`src/rtl/pwr_switchover.sv`:
```
module pwr_switchover #(
  parameter int W           = 13,
  parameter int TRIP_MV     = 2200,
  parameter int TRIP_HYS_MV = 30,
  parameter int BAT_HYS_MV  = 50,
  parameter int FLOOR_MV    = 1000,
  parameter int RAMP_MV     = 250,
  parameter int LOCK_MS     = 90
) (
  input  logic         clk,
  input  logic         rst_n,
  input  logic         sample_vld,
  input  logic [W-1:0] vdd_mv,
  input  logic [W-1:0] vbat_mv,
  input  logic         legacy_sel,
  input  logic         bus_in_backup_en,
  input  logic         ms_tick,
  output logic         on_battery,
  output logic         bus_en
);
  localparam int CW = $clog2(LOCK_MS + 1);
  localparam logic [W:0] TRIP   = (W+1)'(TRIP_MV);
  localparam logic [W:0] TRIPHI = (W+1)'(TRIP_MV + TRIP_HYS_MV);
  localparam logic [W:0] BHYS   = (W+1)'(BAT_HYS_MV);
  localparam logic [W:0] FLOOR  = (W+1)'(FLOOR_MV);
  localparam logic [W:0] RAMP   = (W+1)'(RAMP_MV);
  localparam logic [CW-1:0] LOCK = CW'(LOCK_MS);

  typedef enum logic [1:0] {ST_OK, ST_DIP, ST_DEAD} dip_t;

  dip_t          st;
  logic          fast;
  logic [W-1:0]  prev;
  logic [CW-1:0] lock_cnt;

  wire [W:0] vdd  = {1'b0, vdd_mv};
  wire [W:0] bat  = {1'b0, vbat_mv};
  wire [W:0] pv   = {1'b0, prev};

  wire below_bat  = (vdd + BHYS) < bat;
  wire above_bat  = vdd > (bat + BHYS);
  wire below_trip = vdd < TRIP;
  wire above_trip = vdd > TRIPHI;
  wire below_flr  = vdd < FLOOR;
  wire rise_fast  = (vdd > pv) && ((vdd - pv) > RAMP);

  wire enter = below_bat && (legacy_sel || below_trip);
  wire leave = above_bat || (!legacy_sel && above_trip);
  wire trig  = sample_vld && (st == ST_DIP) && !below_flr && above_trip && !(fast || rise_fast);

  always_ff @(posedge clk or negedge rst_n) begin
    if (!rst_n) begin
      on_battery <= 1'b0;
    end else if (sample_vld) begin
      if (!on_battery && enter)     on_battery <= 1'b1;
      else if (on_battery && leave) on_battery <= 1'b0;
    end
  end

  always_ff @(posedge clk or negedge rst_n) begin
    if (!rst_n) begin
      st   <= ST_OK;
      fast <= 1'b0;
      prev <= '0;
    end else if (sample_vld) begin
      prev <= vdd_mv;
      if (below_flr) begin
        st <= ST_DEAD;
      end else begin
        case (st)
          ST_OK:   if (below_trip) begin st <= ST_DIP; fast <= 1'b0; end
          ST_DIP:  if (above_trip) st <= ST_OK;
                   else fast <= fast | rise_fast;
          default: if (above_trip) st <= ST_OK;
        endcase
      end
    end
  end

  always_ff @(posedge clk or negedge rst_n) begin
    if (!rst_n)                         lock_cnt <= '0;
    else if (trig)                      lock_cnt <= LOCK;
    else if (ms_tick && lock_cnt != '0) lock_cnt <= lock_cnt - 1'b1;
  end

  assign bus_en = (lock_cnt == '0) && (!on_battery || bus_in_backup_en);


  mode_hold_chk: assert property (@(posedge clk) disable iff (!rst_n)
    !sample_vld |=> $stable(on_battery));


  std_no_enter_chk: assert property (@(posedge clk) disable iff (!rst_n)
    (sample_vld && !legacy_sel && !on_battery && !below_trip) |=> !on_battery);


  bat_leave_chk: assert property (@(posedge clk) disable iff (!rst_n)
    (sample_vld && on_battery && above_bat) |=> !on_battery);


  lock_start_chk: assert property (@(posedge clk) disable iff (!rst_n)
    trig |=> !bus_en);


  lock_count_chk: assert property (@(posedge clk) disable iff (!rst_n)
    (lock_cnt != '0 && ms_tick && !trig) |=> (lock_cnt == $past(lock_cnt) - 1'b1));


  dead_no_lock_chk: assert property (@(posedge clk) disable iff (!rst_n)
    (sample_vld && below_flr) |=> (st == ST_DEAD));
endmodule

```
`config.mk`:
```
export PLATFORM = sky130hd
export DESIGN_NAME = pwr_switchover
export DESIGN_NICKNAME = d
export VERILOG_FILES = /design/src/rtl/pwr_switchover.sv
export SDC_FILE = /design/constraint.sdc
export NUM_CORES = 1
export LEC_CHECK = 0
export ABC_AREA = 1
export BUFFER_PORTS_ARGS = -buffer_cell sky130_fd_sc_hd__buf_2
export CAP_MARGIN = 30
export CORE_MARGIN = 10
export CORE_UTILIZATION = 39
export DETAILED_ROUTE_END_ITERATION = 10
export PLACE_DENSITY = 0.64
export SKIP_CTS_REPAIR_TIMING = 1
export SLEW_MARGIN = 20
export SYNTH_ARGS = -nofsm -noshare
export SYNTH_HDL_FRONTEND = slang
export SYNTH_SLANG_ARGS = --single-unit
```
`constraint.sdc`:
```
create_clock -name clk -period 2.5 [get_ports clk]
set_input_delay 0.5 -clock clk [delete_from_list [all_inputs] [get_ports clk]]
set_output_delay 0.5 -clock clk [all_outputs]
set_load 0.05 [all_outputs]
```
==> results of run 1 <==
path summary, 6_finish.rpt:
path	end	startpoint	depth (start not counted)	slack, ns
max	on_battery$_DFFE_PN0P_	vbat_mv[1]	18	0.18
min	lock_cnt[5]$_DFFE_PN0P_	rst_n	1	0.20
max reg2reg	lock_cnt[0]$_DFFE_PN0P_	prev[0]$_DFFE_PN0P_	17	0.35
min reg2reg	prev[0]$_DFFE_PN0P_	prev[0]$_DFFE_PN0P_	2	0.50
max in group asynchronous	prev[3]$_DFFE_PN0P_	rst_n	1	1.92
min in group clk	prev[0]$_DFFE_PN0P_	prev[0]$_DFFE_PN0P_	2	0.50
critical path: cells and delay by family:
family,cells,cell delay (ns)
AOI/OAI and AO/OA,3,0.42
adders and majority gates,2,0.53
and+or+nand+nor,11,0.79
buffers and inverters,1,0.11
xor gates and xnor gates,1,0.14
kinds of logic (layout without fill, tap and decap cells):
kind of cell,after synthesis,in the layout
AO/OA/AOI/OAI,52,52
XOR/XNOR,26,26
adder cells (fa/ha/maj),43,43
buffers and inverters,89,146
flip-flops,24,24
AND/OR/NAND/NOR,225,225
cells in the final DEF (no fill, tap or decap), drive strengths merged, types with 2 or more instances in the layout:
| cell | instances |
|---|---|
| ha | 42 |
| dfrtp | 24 |
| nand3b | 5 |
| nor4 | 5 |
| a21oi | 22 |
| nand2 | 138 |
| xnor2 | 5 |
| nor3 | 6 |
| clkbuf | 3 |
| nor2 | 32 |
| nand4 | 6 |
| a211oi | 2 |
| buf | 57 |
| inv | 85 |
| nand3 | 33 |
| xor2 | 21 |
| o21ai | 19 |
| o211ai | 5 |
cell type report:
type | instances | area, um2 | share of cell area (%)
Multi-Input combinational cell | 346 | 2100 | 58.9
Sequential cell | 24 | 601 | 16.9
Timing Repair Buffer | 57 | 345 | 9.71
Inverter | 85 | 319 | 8.97
Tap cell | 99 | 124 | 3.48
Clock buffer | 3 | 41.3 | 1.16
Clock inverter | 1 | 30.0 | 0.844
stage by stage:
step	utilization, %	TNS (ns)
6_report	48.3	0
5_1_grt	48.3	0
4_1_cts	47.9	0
3_5_place_dp	46.9	-0.195
3_3_place_gp	46.9	-0.0736
2_1_floorplan	-	0
sequential cells by signal, indices dropped and copies added, names as in the netlist:
register	flops
prev	13
lock_cnt	7
st	2
fast	1
on_battery	1
where the power goes:
| part | leakage, nW | switching, mW | internal [mW] |
|---|---|---|---|
| Combinational | 1.69 | 0.507 | 0.343 |
| Clock | 0.0357 | 0.126 | 0.214 |
| Sequential | 0.291 | 0.0627 | 0.478 |
| Total | 2.01 | 0.696 | 1.03 |
metal layers:
layer,wire [um],track usage [%]
met1,3440,16.1
met2,3350,22.2
met3,217,1.44
met4,92,3.82
met5,0,0
==> metrics.md, run 1 <==
| Metric | Value |
|---|---|
| # diodes | 0 |
| Worst-Skew Late Latency | 0.27 ns |
| Fin worst setup slack | 0.179 ns |
| Chip height | 108 um |
| GRT Util Overall | 12.8% |
| Pin count of the biggest net entering global routing | 30 |
| Synth top cells by count | nand2_1, inv_1, ha_1 |
| Final hold vios | 0 |
| Primary FF master, synth | dfrtp_1 |
| CP endpoint kind | flop |
| Minimum clock period | 2.32 ns |
| Clk slew on worst S/H paths | 0.09 ns |
| Clock tree buffer depth | 2 |
| Average size of a mapped cell | 6.57 um2 |
| Die area | 11600 um2 |
| Asr flop ratio synth | 100% |
| Dpl hpwl | 6200 um |
| Gate Count Post-Synth | 459 |
| Clk sink count | 24 |
| Via count | 2935 |
| Synthesis-to-finish area growth | 18.0% |
| Share of cells above drive strength 1 | 16.5% |
| Largest cells by area after synthesis | dfrtp_1, ha_1, nand2_1, inv_1, xor2_1 |
| Non-filler instance count after layout | 615 |
| Final Instance Area | 3560 um2 |
| I/O pin count | 34 |
| Hold slack | 0.204 ns |
| Arr. time, crit path | 2.49 ns |
| Sequence of cells on the critical path | buf_2 > ha_1 > a21oi_2 > nand2_1 > nand3_2 > nor2_2 > xor2_1 > ha_1 > nand4_1 > o21bai_1 > nand2_1 > nand2_1 > nand3_1 > nand2_1 > o21ai_0 > nand2_1 > nand2_1 > nand2_1 |
| Final wirelength | 7100 um |
| Cell taking the most area after synthesis | dfrtp_1 |
| Main combinational cell family by area after synthesis | simple AND/OR/NAND/NOR gates |
| Post-synthesis simple-gate area fraction | 33.8% |
| Root cell of the clock tree | clkbuf_8 |
| Die width | 108 um |
| Critical Path RT | 2.67 ns |
| Peak Freq | 431 MHz |
| Critical path type | input port to flop |
| Initial Utilization | 40.9% |
| Number of global-route vias before repair | 2916 |
| Complex-gate fraction of the synthesized area | 9.51% |
| Cell Pwr Density | 487 nW/um2 |
| Routability congestion estimate | 0.875 |
| Portion of netlist area occupied by mux cells | 0% |
| Max-cap violations | 0 |
| Post-route ant nets | 0 |
| Post-Synth XOR/XNOR Area | 7.56% |
| Max Slew Vio Count | 0 |
| Clock skew | 0.00940 ns |
| DRT Pass-1 Iters | 4 |
| Setup-failing EPs final | 0 |
| Tot Pwr | 1.73 mW |
| Post-synth EDFFs | 0 |
| Worst slew pin tran | 0.550 ns |
| Register area share after synthesis | 19.9% |
| Total CTS buffers | 3 |
| Post-Synth Adder-Cell Area | 18.1% |
| DRC errors left | 0 |
| Synth warn | 0 |
| Largest stage delay, worst path | 0.32 ns |
| Flop and latch count out of synthesis | 24 |
| Syn Nets | 534 |
| CP startpoint kind | input port |
| RSZ-0062 raised after global routing | no |
| Initial DRC Count | 81 |
| Nets | 592 |
| PortBufs | 33 |
| Pleak | 2.01 nW |
| Crit Path Max Fanout | 3 |
| Initial antenna violation count | 0 |
| Netlist cell types | 31 |
| Slowest CP cell | ha_1 |
| Placed cell area | 3460 um2 |
| Cell with the most instances after synthesis | nand2_1 |
| CTS tree | done |
| Core Area | 7370 um2 |
| Global-route wire length before repair | 12600 um |
| Drt wl/cell | 11.5 um |
| Fillers | 760 |
| Peak VDD IR | 0.305 mV |
| Final Cycle Share | 92.8% |
| Synth top area share | 19.9% |
| Setup WS pre-CTS | -0.122 ns |
| Worst Hold Class | input port to asynchronous set/reset pin |
| Placed Cells | 610 |
| Max-slew headroom | 63.3% |
| Drt via density | 4.77 |
| Overflow after GRT | 0 |
| Most frequent cell on the critical path | nand2_1 |
| Row count | 31 |
| Outcome | finished, final reports clean |
| Mapped cell area | 3010 um2 |
| # H-tree levels | 1 |
(Power assumes the default switching activity.)
==> run 2, diff against run 1 <==
CORE_MARGIN = 8   (was 10)
REMOVE_ABC_BUFFERS = 1   (was unset)
TNS_END_PERCENT = 100   (was unset)
==> run 2 against run 1 <==
  * Wire length grew 4.2%
  * Clock power about the same
  * Worst hold slack better by 0.0070 ns
  * Die area down 7.3%
  * Via count up 1.9%
  * Critical endpoint unchanged
  * Combinational power is 0.8% higher
  * Cell count is 0.16% lower
  * Flip-flop and latch count did not move
  * Utilization decreased by 1.5 points
  * Critical path depth did not move
  * Design area barely moved
  * Maximum frequency grew 3.6%
==> metrics.md, run 2 (synthesis gave the netlist of run 1 again) <==
| Metric | Value |
|---|---|
| Cell Pwr Density | 489 nW/um2 (+0.56%) |
| Int Power | 1.03 mW (about the same) |
| DRT Pass-1 Iters | 4 (unchanged) |
| Part of the power in the clock network | 19.5% (about the same) |
| Final wirelength | 7400 um (+4.2%) |
| Crit Path Max Fanout | 3 (unchanged) |
| GRT Util Overall | 13.9% (+1.2 points) |
| Chip height | 104 um (-3.7%) |
| I/O pin count | 34 (unchanged) |
| Initial Utilization | 39.6% (-1.3 points) |
| Root cell of the clock tree | clkbuf_8 |
| Drt via density | 4.87 (+2.0%) |
| Row count | 32 (+3.2%) |
| Sequence of cells on the critical path | buf_2 > ha_2 > a21oi_2 > nand2_2 > nand3_2 > nor2_2 > xor2_1 > ha_1 > nand4_1 > o21bai_1 > nand2_1 > nand2_1 > nand3_1 > nand2_1 > o21ai_0 > nand2_1 > nand2_1 > nand2_1 |
| Met3 GRT Util | 1.61% (+0.17 points) |
| # diodes | 0 (unchanged) |
| Reg-to-reg setup timing slack | 0.30 ns (-0.05 ns) |
| Outcome | finished, final reports clean |
| Clock tree buffer depth | 2 (unchanged) |
| Minimum clock period | 2.24 ns (-0.0804 ns) |
| Max Slew Vio Count | 0 (unchanged) |
| Clk sink count | 24 (unchanged) |
| Share of cells above drive strength 1 | 17.0% (+0.52 points) |
| Core Area | 7610 um2 (+3.2%) |
| Routability congestion estimate | 0.867 (-0.90%) |
| Worst Hold Class | input port to asynchronous set/reset pin |
| Psw | 0.706 mW (+1.4%) |
| Arr. time, crit path | 2.41 ns (-0.08 ns) |
| Met1 usage | 17.4% (+1.3 points) |
| Synthesis-to-finish area growth | 17.9% (about the same) |
| Initial DRC Count | 109 (+35%) |
| Clk slew on worst S/H paths | 0.09 ns (about the same) |
| Drt wl/cell | 12.1 um (+4.4%) |
| Slowest CP cell | ha_1 |
| Initial antenna violation count | 0 (unchanged) |
| Setup-failing EPs final | 0 (unchanged) |
| Final Instance Area | 3550 um2 (about the same) |
| Reg power frac | 31.2% (about the same) |
| Switching share of power | 40.6% (+0.33 points) |
| Largest regs | prev: 13 flops, lock_cnt: 7 flops, st: 2 flops |
| Die width | 104 um (-3.7%) |
| Post-route ant nets | 0 (unchanged) |
| Hold slack | 0.211 ns (+0.00698 ns) |
| Max-cap violations | 0 (unchanged) |
| Reg with most FFs | prev |
| Met2 Use GR | 24.0% (+1.7 points) |
| Critical R2R Launch | prev[0]$_DFFE_PN0P_ |
| Critical path type | input port to flop |
| Pleak | 2.00 nW (-0.82%) |
| # H-tree levels | 1 (unchanged) |
| Number of global-route vias before repair | 2938 (+0.75%) |
| Peak Freq | 446 MHz (+3.6%) |
| Logic pwr share | 49.3% (+0.2 points) |
| Commonest cells after routing, fill and taps aside | nand2_1, inv_1, ha_1 |
| DRC errors left | 0 (unchanged) |
| Dpl hpwl | 6260 um (+0.98%) |
| Most frequent cell on the critical path | nand2_1 |
| Final hold vios | 0 (unchanged) |
| Largest register FFs | 13 (unchanged) |
| Worst R2R Path Depth | 17 (unchanged) |
| Busiest grt layer | met2 |
| Worst slew pin tran | 0.552 ns (+0.00172 ns) |
| Nets | 588 (-0.68%) |
| Worst R2R End | lock_cnt[5]$_DFFE_PN0P_ |
| PortBufs | 33 (unchanged) |
| Tot Pwr | 1.74 mW (+0.52%) |
| Global-route wire length before repair | 12900 um (+2.3%) |
| Worst-Skew Late Latency | 0.27 ns (about the same) |
| Commonest non-fill, non-tap cell in the layout | nand2_1 |
| Final Cycle Share | 89.6% (-3.2 points) |
| CP endpoint kind | flop |
| Max-slew headroom | 63.2% (-0.11 points) |
| Total CTS buffers | 3 (unchanged) |
| Clock skew | 0.00497 ns (-0.00443 ns) |
| CTS tree | done |
| Die area | 10800 um2 (-7.3%) |
| Critical Path RT | 2.67 ns (about the same) |
| Overflow after GRT | 0 (unchanged) |
| Pin count of the biggest net entering global routing | 25 (-17%) |
| Largest stage delay, worst path | 0.34 ns (+0.02 ns) |
| Peak VDD IR | 0.332 mV (+8.9%) |
| Final Core Density | 46.7% (-1.5 points) |
| Placed cell area | 3440 um2 (-0.54%) |
| CP startpoint kind | input port |
| Via count | 2990 (+1.9%) |
run 2: power groups by stage:
stage                     combinational (mW)  clock (mW)  sequential, mW
after floorplan                        0.605           0           0.550
after global placement                 0.824           0           0.547
after detailed placement               0.848           0           0.547
after CTS                              0.853       0.348           0.542
after global routing                   0.994       0.367           0.555
final                                  0.857       0.340           0.542
run 2: metrics by stage:
step | cells | setup WS (ns) | TNS (ns)
floorplan | 455 | 0.151 | 0
global placement | 610 | -0.0185 | -0.0616
detailed placement | 610 | -0.104 | -0.418
CTS | 614 | 0.183 | 0
global route | 614 | -0.00965 | -0.00965
finish | 614 | 0.260 | 0
run 2: layout make-up:
class / instances / area, um2
fillers: 809 / 4050
clock inverters: 1 / 30.0
multi-input cells: 346 / 2120
clock buffers: 3 / 41.3
inverters: 85 / 319
repair buffers: 53 / 315
flip-flops and latches: 24 / 601
well taps: 102 / 128
run 2: metal layers:
layer  share of wire, %  routed length, um  up-vias
li1                   -                  -     1571
met1                 46               3390     1346
met2                 47               3470       60
met3                4.5                334       13
met4                2.8                204        0
met5                  0                  0        -
run 2: worst max path at each step:
stage | to | depth (start not counted) | startpoint | slack [ns]
after floorplan | on_battery$_DFFE_PN0P_ | 17 | vbat_mv[1] | 0.15
after global placement | on_battery$_DFFE_PN0P_ | 19 | vbat_mv[1] | -0.02
after detailed placement | on_battery$_DFFE_PN0P_ | 19 | vbat_mv[1] | -0.10
after CTS | on_battery$_DFFE_PN0P_ | 19 | vbat_mv[1] | 0.18
after global routing | on_battery$_DFFE_PN0P_ | 19 | vbat_mv[1] | -0.01
final | on_battery$_DFFE_PN0P_ | 18 | vbat_mv[1] | 0.26
run 2: worst max-delay path, delay by kind of cell:
family	cells	cell delay, ns
AO/OA/AOI/OAI	3	0.40
buffers and inverters	1	0.11
adder cells (fa/ha/maj)	2	0.52
AND/OR/NAND/NOR	11	0.74
XOR/XNOR	1	0.14
==> run 3, diff against run 2 <==
==> constraint.sdc (replaced) <==
create_clock -name clk -period 2.5 [get_ports clk]
set_input_delay 0.125 -clock clk [delete_from_list [all_inputs] [get_ports clk]]
set_output_delay 0.125 -clock clk [all_outputs]
set_load 0.05 [all_outputs]
==> run 3 against run 2 <==
  * Die area stayed put
  * Worst hold slack worse by 0.057 ns
  * Register-to-register slack hardly changed
  * Cell count is 2.9% lower
  * Power is 2.9% lower
  * Clock skew is 0.0016 ns higher
  * Largest power group unchanged
==> metrics.md, run 3 (synthesis gave the netlist of run 1 again) <==
| Metric | Value |
|---|---|
| Outcome | finished, final reports clean |
| Sequence of cells on the critical path | ha_1 > inv_1 > fa_1 > nand3_1 > nand2_2 > nand2_1 > nand2_1 > nand2_1 > nand2_1 > nand3_1 > nor2_1 > nor2_1 > nand2_1 > nand2_2 > nand3_4 > nand2_1 > inv_1 |
| Dpl hpwl | 5860 um (-6.4%) |
| Row count | 32 (unchanged) |
| Setup-failing EPs final | 0 (unchanged) |
| Crit path max-delay family | simple AND/OR/NAND/NOR gates |
| CP startpoint kind | flop |
| Initial DRC Count | 110 (+0.92%) |
| Hold slack | 0.154 ns (-0.0570 ns) |
| Worst Hold Class | input port to flop |
| DRC errors left | 0 (unchanged) |
| Peak Freq | 456 MHz (+2.2%) |
| Worst R2R End | lock_cnt[5]$_DFFE_PN0P_ |
| Met3 GRT Util | 1.43% (-0.19 points) |
| Busiest grt layer | met2 |
| Via count | 2875 (-3.8%) |
| Crit Path Max Fanout | 7 (+4) |
| Nets | 570 (-3.1%) |
| # diodes | 0 (unchanged) |
| Pin count of the biggest net entering global routing | 25 (unchanged) |
| Chip height | 104 um (unchanged) |
| Most frequent cell on the critical path | nand2_1 |
| Commonest non-fill, non-tap cell in the layout | nand2_1 |
| Worst R2R Path Depth | 17 (unchanged) |
| Root cell of the clock tree | clkbuf_8 |
| Final Cycle Share | 87.7% (-1.9 points) |
| Commonest cells after routing, fill and taps aside | nand2_1, inv_1, ha_1 |
| CTS tree | done |
| Slowest CP cell | fa_1 |
| Number of global-route vias before repair | 2810 (-4.4%) |
| DRT Pass-1 Iters | 4 (unchanged) |
| Met2 Use GR | 23.3% (-0.64 points) |
| Max-slew headroom | 64.0% (+0.80 points) |
| Critical Path RT | 2.67 ns (about the same) |
| Minimum clock period | 2.19 ns (-0.0475 ns) |
| Total CTS buffers | 3 (unchanged) |
| Hold Path Depth | 3 |
| I/O pin count | 34 (unchanged) |
| Crit. path cell count | 17 (-1) |
| Drt wl/cell | 11.3 um (-6.3%) |
| GRT Util Overall | 12.6% (-1.4 points) |
| Largest register FFs | 13 (unchanged) |
| Met1 usage | 15.0% (-2.4 points) |
| Routability congestion estimate | 0.803 (-7.4%) |
| Final hold vios | 0 (unchanged) |
| RSZ-0062 raised after global routing | no |
| Global-route wire length before repair | 11600 um (-9.6%) |
| Die width | 104 um (unchanged) |
| Cell Pwr Density | 499 nW/um2 (+2.0%) |
| Die area | 10800 um2 (unchanged) |
| Core Area | 7610 um2 (unchanged) |
| Clock skew | 0.00660 ns (+0.00162 ns) |
| Initial Utilization | 39.6% (unchanged) |
| Final Core Density | 44.5% (-2.2 points) |
| Max-cap violations | 0 (unchanged) |
| Worst-Skew Late Latency | 0.27 ns (about the same) |
| Initial antenna violation count | 0 (unchanged) |
| Fin worst setup slack | 0.307 ns (+0.0475 ns) |
| Critical R2R Launch | prev[0]$_DFFE_PN0P_ |
| Pleak | 1.91 nW (-4.5%) |
| WP buf/inv | 2 (+1) |
| Critical path type | flop to flop |
| # H-tree levels | 1 (unchanged) |
| PortBufs | 33 (unchanged) |
| Drt via density | 4.82 (-0.94%) |
| Overflow after GRT | 0 (unchanged) |
| Hold path startpoint | vdd_mv[9] |
| Reg with most FFs | prev |
| CP endpoint kind | flop |
| Final wirelength | 6730 um (-9.0%) |
| Clk sink count | 24 (unchanged) |
| Clock tree buffer depth | 2 (unchanged) |
| Peak VDD IR | 0.308 mV (-7.4%) |
| Reg-to-reg setup timing slack | 0.31 ns (about the same) |
| Largest regs | prev: 13 flops, lock_cnt: 7 flops, st: 2 flops |
| Post-route ant nets | 0 (unchanged) |
| Worst slew pin tran | 0.540 ns (-0.0119 ns) |
| Setup WS pre-CTS | -0.0811 ns (+0.0224 ns) |
| Share of cells above drive strength 1 | 11.9% (-5.0 points) |
| Largest stage delay, worst path | 0.43 ns (+0.09 ns) |
| Synthesis-to-finish area growth | 12.3% |
| Setup TNS | 0 ns (unchanged) |
| Worst min-delay path endpoint | prev[9]$_DFFE_PN0P_ |
| Arr. time, crit path | 2.36 ns (-0.05 ns) |
| Max Slew Vio Count | 0 (unchanged) |
| Clk slew on worst S/H paths | 0.09 ns (about the same) |
==> run 3: cell count changes in the layout (fill, tap and decap cells not counted), moves of 2 or more <==
cell and delta:
nor2_1 +2, nand2_2 -2, nand3_2 -2, nand2_1 +2, buf_4 -19, nand3_1 +2
==> run 3: cell type report <==
type / instances / area [um2]
Multi-Input combinational cell: 346 / 2080
Inverter: 85 / 319
Clock buffer: 3 / 41.3
Clock inverter: 1 / 30.0
Fill cell: 843 / 4220
Timing Repair Buffer: 35 / 183
Tap cell: 102 / 128
Sequential cell: 24 / 601
==> run 3: tightest hold or removal path: cells and delay by family <==
family          cells  cell delay [ns]
buf+inv             1             0.13
simple gates        1             0.06
compound gates      1             0.06
==> run 3: how the worst max path moves through the flow <==
stage | start | endpoint | slack [ns]
2_1_floorplan | vbat_mv[1] | on_battery$_DFFE_PN0P_ | 0.53
3_3_place_gp | vbat_mv[1] | on_battery$_DFFE_PN0P_ | -0.05
3_5_place_dp | vbat_mv[1] | on_battery$_DFFE_PN0P_ | -0.08
4_1_cts | vbat_mv[1] | on_battery$_DFFE_PN0P_ | 0.20
5_1_grt | prev[0]$_DFFE_PN0P_ | lock_cnt[2]$_DFFE_PN0P_ | 0.06
6_report | prev[0]$_DFFE_PN0P_ | lock_cnt[5]$_DFFE_PN0P_ | 0.31
==> run 3: layer usage <==
layer	vias to the layer above	routed length, um
li1	1536	-
met1	1301	3220
met2	34	3310
met3	4	140
met4	0	61
met5	-	0
==> run 3: power by group <==
part           switching [mW]  total (mW)  leakage [nW]  internal (mW)
combinational           0.494       0.809          1.58          0.315
sequential             0.0627       0.540         0.291          0.478
clock                   0.127       0.340        0.0357          0.214
==> run 3: per-stage QoR <==
stage               instances  power, mW  instance area, um2
floorplan                 455       1.15                3000
global placement          591       1.34                3300
detailed placement        591       1.36                3300
CTS                       595       1.70                3370
global route              596       1.85                3390
finish                    596       1.69                3390
